==> src/rtl/dbg_xport_reg.sv <==
module dbg_xport_reg #(
  parameter int ABITS = 6,
  parameter int IR_W = 5,
  parameter int VERSION = 1,
  parameter logic [IR_W-1:0] IR_INFO = 5'h10,
  parameter logic [IR_W-1:0] IR_ACCESS = 5'h11
) (
  input  logic             clk,
  input  logic             rst,
  input  logic [IR_W-1:0]  ir,
  input  logic             capture_dr,
  input  logic             shift_dr,
  input  logic             update_dr,
  input  logic             tdi,
  output logic             tdo,
  output logic             bus_req_valid,
  input  logic             bus_req_ready,
  output logic [ABITS-1:0] bus_req_addr,
  output logic             bus_req_we,
  output logic [33:0]      bus_req_wdata,
  input  logic             bus_rsp_valid,
  input  logic [33:0]      bus_rsp_rdata,
  input  logic             bus_rsp_err
);
  localparam int LEN = ABITS + 36;
  localparam logic [1:0] OP_NOP = 2'd0, OP_COND = 2'd3;
  localparam logic [1:0] RES_OK = 2'd0, RES_NOWR = 2'd1, RES_FAIL = 2'd2, RES_BUSY = 2'd3;
  localparam logic [31:0] INFO_WORD = {24'd0, 4'(ABITS), 4'(VERSION)};

  logic [LEN-1:0] sr;
  logic           pend, busy_seen;
  logic [1:0]     res;
  logic [33:0]    rdata;

  wire             sel_info = (ir == IR_INFO);
  wire             sel_acc  = (ir == IR_ACCESS);
  wire [1:0]       up_op    = sr[1:0];
  wire [33:0]      up_data  = sr[35:2];
  wire [ABITS-1:0] up_addr  = sr[LEN-1:36];
  wire             upd      = update_dr && sel_acc;
  wire             is_req   = (up_op != OP_NOP);
  wire             cond_ok  = (up_op != OP_COND) || (res == RES_OK);
  wire             accept   = upd && is_req && !pend && cond_ok;

  assign tdo = sr[0];

  always_ff @(posedge clk) begin
    if (rst) begin
      sr <= '0;
      pend <= 1'b0;
      busy_seen <= 1'b0;
      res <= RES_OK;
      rdata <= '0;
      bus_req_valid <= 1'b0;
      bus_req_addr <= '0;
      bus_req_we <= 1'b0;
      bus_req_wdata <= '0;
    end else begin
      if (capture_dr) begin
        if (sel_acc) begin
          sr <= {bus_req_addr, rdata, busy_seen ? RES_BUSY : res};
          busy_seen <= 1'b0;
        end else if (sel_info) sr <= LEN'(INFO_WORD);
        else sr <= '0;
      end else if (shift_dr) begin
        if (sel_info) sr <= LEN'({tdi, sr[31:1]});
        else sr <= {tdi, sr[LEN-1:1]};
      end

      if (accept) begin
        pend <= 1'b1;
        bus_req_valid <= 1'b1;
        bus_req_addr <= up_addr;
        bus_req_we <= up_op[1];
        bus_req_wdata <= up_data;
      end else if (upd && is_req && pend) begin
        busy_seen <= 1'b1;
      end else if (upd && !cond_ok) begin
        res <= RES_NOWR;
      end

      if (bus_req_valid && bus_req_ready) bus_req_valid <= 1'b0;

      if (bus_rsp_valid && pend) begin
        pend <= 1'b0;
        res <= bus_rsp_err ? RES_FAIL : RES_OK;
        if (!bus_req_we) rdata <= bus_rsp_rdata;
      end
    end
  end

  assert_req_hold_R9: assert property (@(posedge clk) disable iff (rst)
    bus_req_valid && !bus_req_ready |=> bus_req_valid && $stable(bus_req_addr) && $stable(bus_req_wdata));

  assert_drop_busy_R5: assert property (@(posedge clk) disable iff (rst)
    upd && is_req && pend |=> $stable(bus_req_addr) && $stable(bus_req_wdata) && $stable(bus_req_we));

  assert_nop_idle_R6: assert property (@(posedge clk) disable iff (rst)
    upd && up_op == OP_NOP && !bus_req_valid |=> !bus_req_valid);

  assert_err_fail_R7: assert property (@(posedge clk) disable iff (rst)
    bus_rsp_valid && pend && bus_rsp_err |=> res == RES_FAIL);

  assert_cond_block_R8: assert property (@(posedge clk) disable iff (rst)
    upd && up_op == OP_COND && !pend && res != RES_OK |=> res == RES_NOWR && !$rose(bus_req_valid));

  assert_reset_R10: assert property (@(posedge clk)
    $past(rst) |-> !bus_req_valid && res == RES_OK && rdata == '0);
endmodule

==> config.mk <==
export PLATFORM = sky130hd
export DESIGN_NAME = dbg_xport_reg
export DESIGN_NICKNAME = d
export VERILOG_FILES = /design/src/rtl/dbg_xport_reg.sv
export SDC_FILE = /design/constraint.sdc
export NUM_CORES = 1
export LEC_CHECK = 0
export CORE_ASPECT_RATIO = 0.75
export CORE_MARGIN = 3
export CORE_UTILIZATION = 45
export DETAILED_ROUTE_END_ITERATION = 12
export GPL_ROUTABILITY_DRIVEN = 0
export PLACE_DENSITY = 0.78
export SYNTH_ARGS = -nofsm -noshare
export SYNTH_HDL_FRONTEND = slang
export SYNTH_SLANG_ARGS = --single-unit
==> constraint.sdc <==
create_clock -name clk -period 2.6 [get_ports clk]
set_input_delay 0.52 -clock clk [delete_from_list [all_inputs] [get_ports clk]]
set_output_delay 0.52 -clock clk [all_outputs]
set_load 0.05 [all_outputs]
==> reports/qor.txt <==
Skew-Pair Late Insertion Delay: 0.41 ns
Pre-antenna DRT Iters: 6
RSZ-0062 raised after global routing: no
Final HPWL DP: 8.275 mm
Relative max-transition margin: 34.54%
DIE AREA: 0.01313 mm^2
First-pass GRT wire length: 22.27 mm
Max-cap viol count: 0
Overall power: 4.647 mW
Max stage delay on crit path: 0.85 ns
Area after DPL: 0.006336 mm^2
Leakage power: 2.363 nW
DRC viols: 0
Min-delay worst type: register to register
CP Depth: 1
Mapped Cells: 601
Final setup vio count: 0
Syn Nets: 649
CP Capture Type: primary output
CTS tree: built
Clock-pin slew of the registers on the worst-case setup and hold paths: 0.05 ns
Fin area: 0.006943 mm^2
Total congestion overflow: 0
Area of the multi-input gates: 0.002599 mm^2
Warnings from Yosys: 0
Number of flops mapped to enable cells by yosys: 0
Routed wire length: 13.59 mm
Worst Setup SP: sr[0]$_SDFFE_PP0P_
Crit Path Max Fanout: 4
TNS Setup: 0 ns
CP required: 2.08 ns
ANT cells: 0
R2R setup slack: 0.89 ns
#FFs+latches synth: 122
Die X: 131.3 um
Cell depth of the worst hold path: 2
Period minus WS final: 2.221 ns
Crit path cell chain: clkdlybuf4s50_1
GR Util All Layers: 20.71%
Top Ports: 91
# port buffers: 90
Startpoint types: register
Vias/cell: 5.508
Initial antenna violation count: 0
Starting Density: 47.37%
Fin crit share: 85.41%
Largest net degree at the start of global routing: 81
Chip height: 99.99 um
Share of layout cells above drive strength 1: 8.006%
FF/Latch Area: 0.002442 mm^2
Reg-to-reg endpoint: bus_req_addr[4]$_SDFFE_PP0P_
Slowest CP cell: clkdlybuf4s50_1
Routed vias: 4649
Worst path bufs/invs: 1
FF-to-FF Start: pend$_SDFFE_PP0P_
Number of global-route vias before repair: 4632
Critical Path AT: 1.70 ns
Worst Max-Slew Pin Slew: 0.9819 ns
Syn-to-layout area delta: 31.00%
Final nets: 722
Max Clock Skew: 0.004140 ns
Final Hold Violating Endpoints: 0
Peak VDD IR: 0.4623 mV
Largest delay share family, worst path: buffers and inverters
# rows: 33
CTS root buffer: clkbuf_16
Number of clock sinks: 122
Post-CTS Setup Bufs: 0
Core Region: 0.01119 mm^2
R2R depth: 4
Max Root-Sink Buffers: 2
Max Fclk: 450.3 MHz
Clock buffer count from CTS: 17
WL per Instance: 16.10 um
Power Density: 669.3 mW/mm^2
Remaining antenna violation count: 0
Cts repair resizes: 0
Hold_sp: rdata[6]$_SDFFE_PP0P_
Async set-or-reset flop fraction in the synthesized netlist: 0%
Cts hold-fix bufs: 0
Synth Flop Type: dfxtp_1
H-tree Lvls: 4
Mapped cell area: 0.005300 mm^2
Post-synthesis area per instance: 8.819 um^2
Hold path endpoint: rdata[6]$_SDFFE_PP0P_
Final Slew Violations: 0
Fillers: 924
Critical path type: register to primary output
Outcome: completed
Distinct cell type count after synthesis: 40
Seq/Total Area, Yosys: 46.08%
1st-iter DRT viols: 437
## synthesized netlist by cell type, types with 3 or more instances
| library cell | count | area (um^2) |
|---|---|---|
| buf_8 | 4 | 60.06 |
| a211oi_1 | 4 | 30.03 |
| dfxtp_1 | 122 | 2442 |
| a311oi_1 | 11 | 96.34 |
| mux2i_1 | 41 | 410.4 |
| clkbuf_1 | 46 | 172.7 |
| nand3_1 | 13 | 65.06 |
| o211ai_1 | 11 | 82.58 |
| buf_1 | 3 | 11.26 |
| a21oi_1 | 38 | 190.2 |
| nand2b_1 | 110 | 688.2 |
| nor2_1 | 41 | 153.9 |
| a32oi_1 | 29 | 254.0 |
| nand2_1 | 70 | 262.8 |
| nor3_1 | 29 | 145.1 |
| nor2b_1 | 3 | 18.77 |
## cell type report
| class | count | share of cell area, % |
|---|---|---|
| clock buffers | 24 | 7.082 |
| multi-input cells | 422 | 37.43 |
| flip-flops and latches | 122 | 35.18 |
| inverters | 2 | 0.1081 |
| well taps | 157 | 2.829 |
| repair buffers | 109 | 15.71 |
| clock inverters | 8 | 1.658 |
## how the worst max path moves through the flow
stage                                           to  slack (ns)
finish                                         tdo        0.38
global route          bus_req_addr[2]$_SDFFE_PP0P_        0.33
detailed placement  bus_req_wdata[30]$_SDFFE_PP0P_        0.02
global placement      bus_req_addr[3]$_SDFFE_PP0P_        0.06
CTS                   bus_req_addr[4]$_SDFFE_PP0P_        0.40
floorplan             bus_req_addr[5]$_SDFFE_PP0P_        0.59
## routing by layer
metal | track usage [%] | up-vias | part of all wire [%] | routed length, um
met5 | 0 | - | 0 | 0
met4 | 8.555 | 0 | 1.5 | 206
met3 | 5.411 | 26 | 6.7 | 911
met2 | 33.48 | 193 | 46 | 6190
met1 | 26.69 | 2210 | 46 | 6284
li1 | - | 2220 | - | -
## worst register-to-register path: stages, from the launching register on
cell and delay, ns:
dfxtp_1 0.39, nand3b_1 0.30, nor4b_4 0.40, buf_4 0.33
mux2i_1 0.22
## report_power, final
group          switching (mW)  total (mW)  internal (mW)
Sequential             0.0259        1.93           1.90
Clock                   0.809        2.41           1.60
Combinational           0.156       0.309          0.153
Total                   0.991        4.65           3.66
## cell usage in the layout (no fill, tap or decap), types with 2 or more instances in the layout
master | Yosys | layout
dfxtp_1 | 122 | 122
nand2b_1 | 110 | 110
clkdlybuf4s50_1 | 0 | 89
nand2_1 | 70 | 70
nor2_1 | 41 | 41
mux2i_1 | 41 | 41
a21oi_1 | 38 | 38
a32oi_1 | 29 | 29
nor3_1 | 29 | 29
clkbuf_16 | 0 | 17
buf_4 | 0 | 16
nand3_1 | 13 | 13
o211ai_1 | 11 | 11
a311oi_1 | 11 | 11
clkinv_2 | 0 | 5
a211oi_1 | 4 | 4
clkbuf_8 | 0 | 4
buf_12 | 0 | 4
nor2b_1 | 3 | 3
bufinv_16 | 0 | 3
clkbuf_1 | 46 | 3
or2_2 | 1 | 2
nor4b_4 | 1 | 2
o21ai_1 | 2 | 2
nand3b_1 | 2 | 2
## per-stage QoR
stage	cells	hold slack [ns]	utilization, %	setup slack, ns
2_1_floorplan	601	0.4365	-	0.5882
3_3_place_gp	812	0.4437	56.63	0.05615
3_5_place_dp	812	0.4504	56.63	0.01693
4_1_cts	844	0.4578	62.05	0.3961
5_1_grt	844	0.4773	62.05	0.3289
6_report	844	0.4561	62.05	0.3792
## registers in the layout, indices dropped and copies added (netlist names)
signal / count
busy_seen: 1
pend: 1
bus_req_addr: 6
bus_req_valid: 1
res: 2
bus_req_wdata: 34
bus_req_we: 1
rdata: 34
sr: 42
## cells by family (layout without fill, tap and decap cells)
logic type | Yosys count | count (layout) | share of synthesized area [%]
AOI/OAI and AO/OA | 102 | 102 | 13.65
buffers and inverters | 57 | 143 | 5.052
DFF | 122 | 122 | 46.08
muxes | 42 | 42 | 7.956
and+or+nand+nor | 278 | 278 | 27.27
No activity file was read; power rests on OpenSTA's default activity.
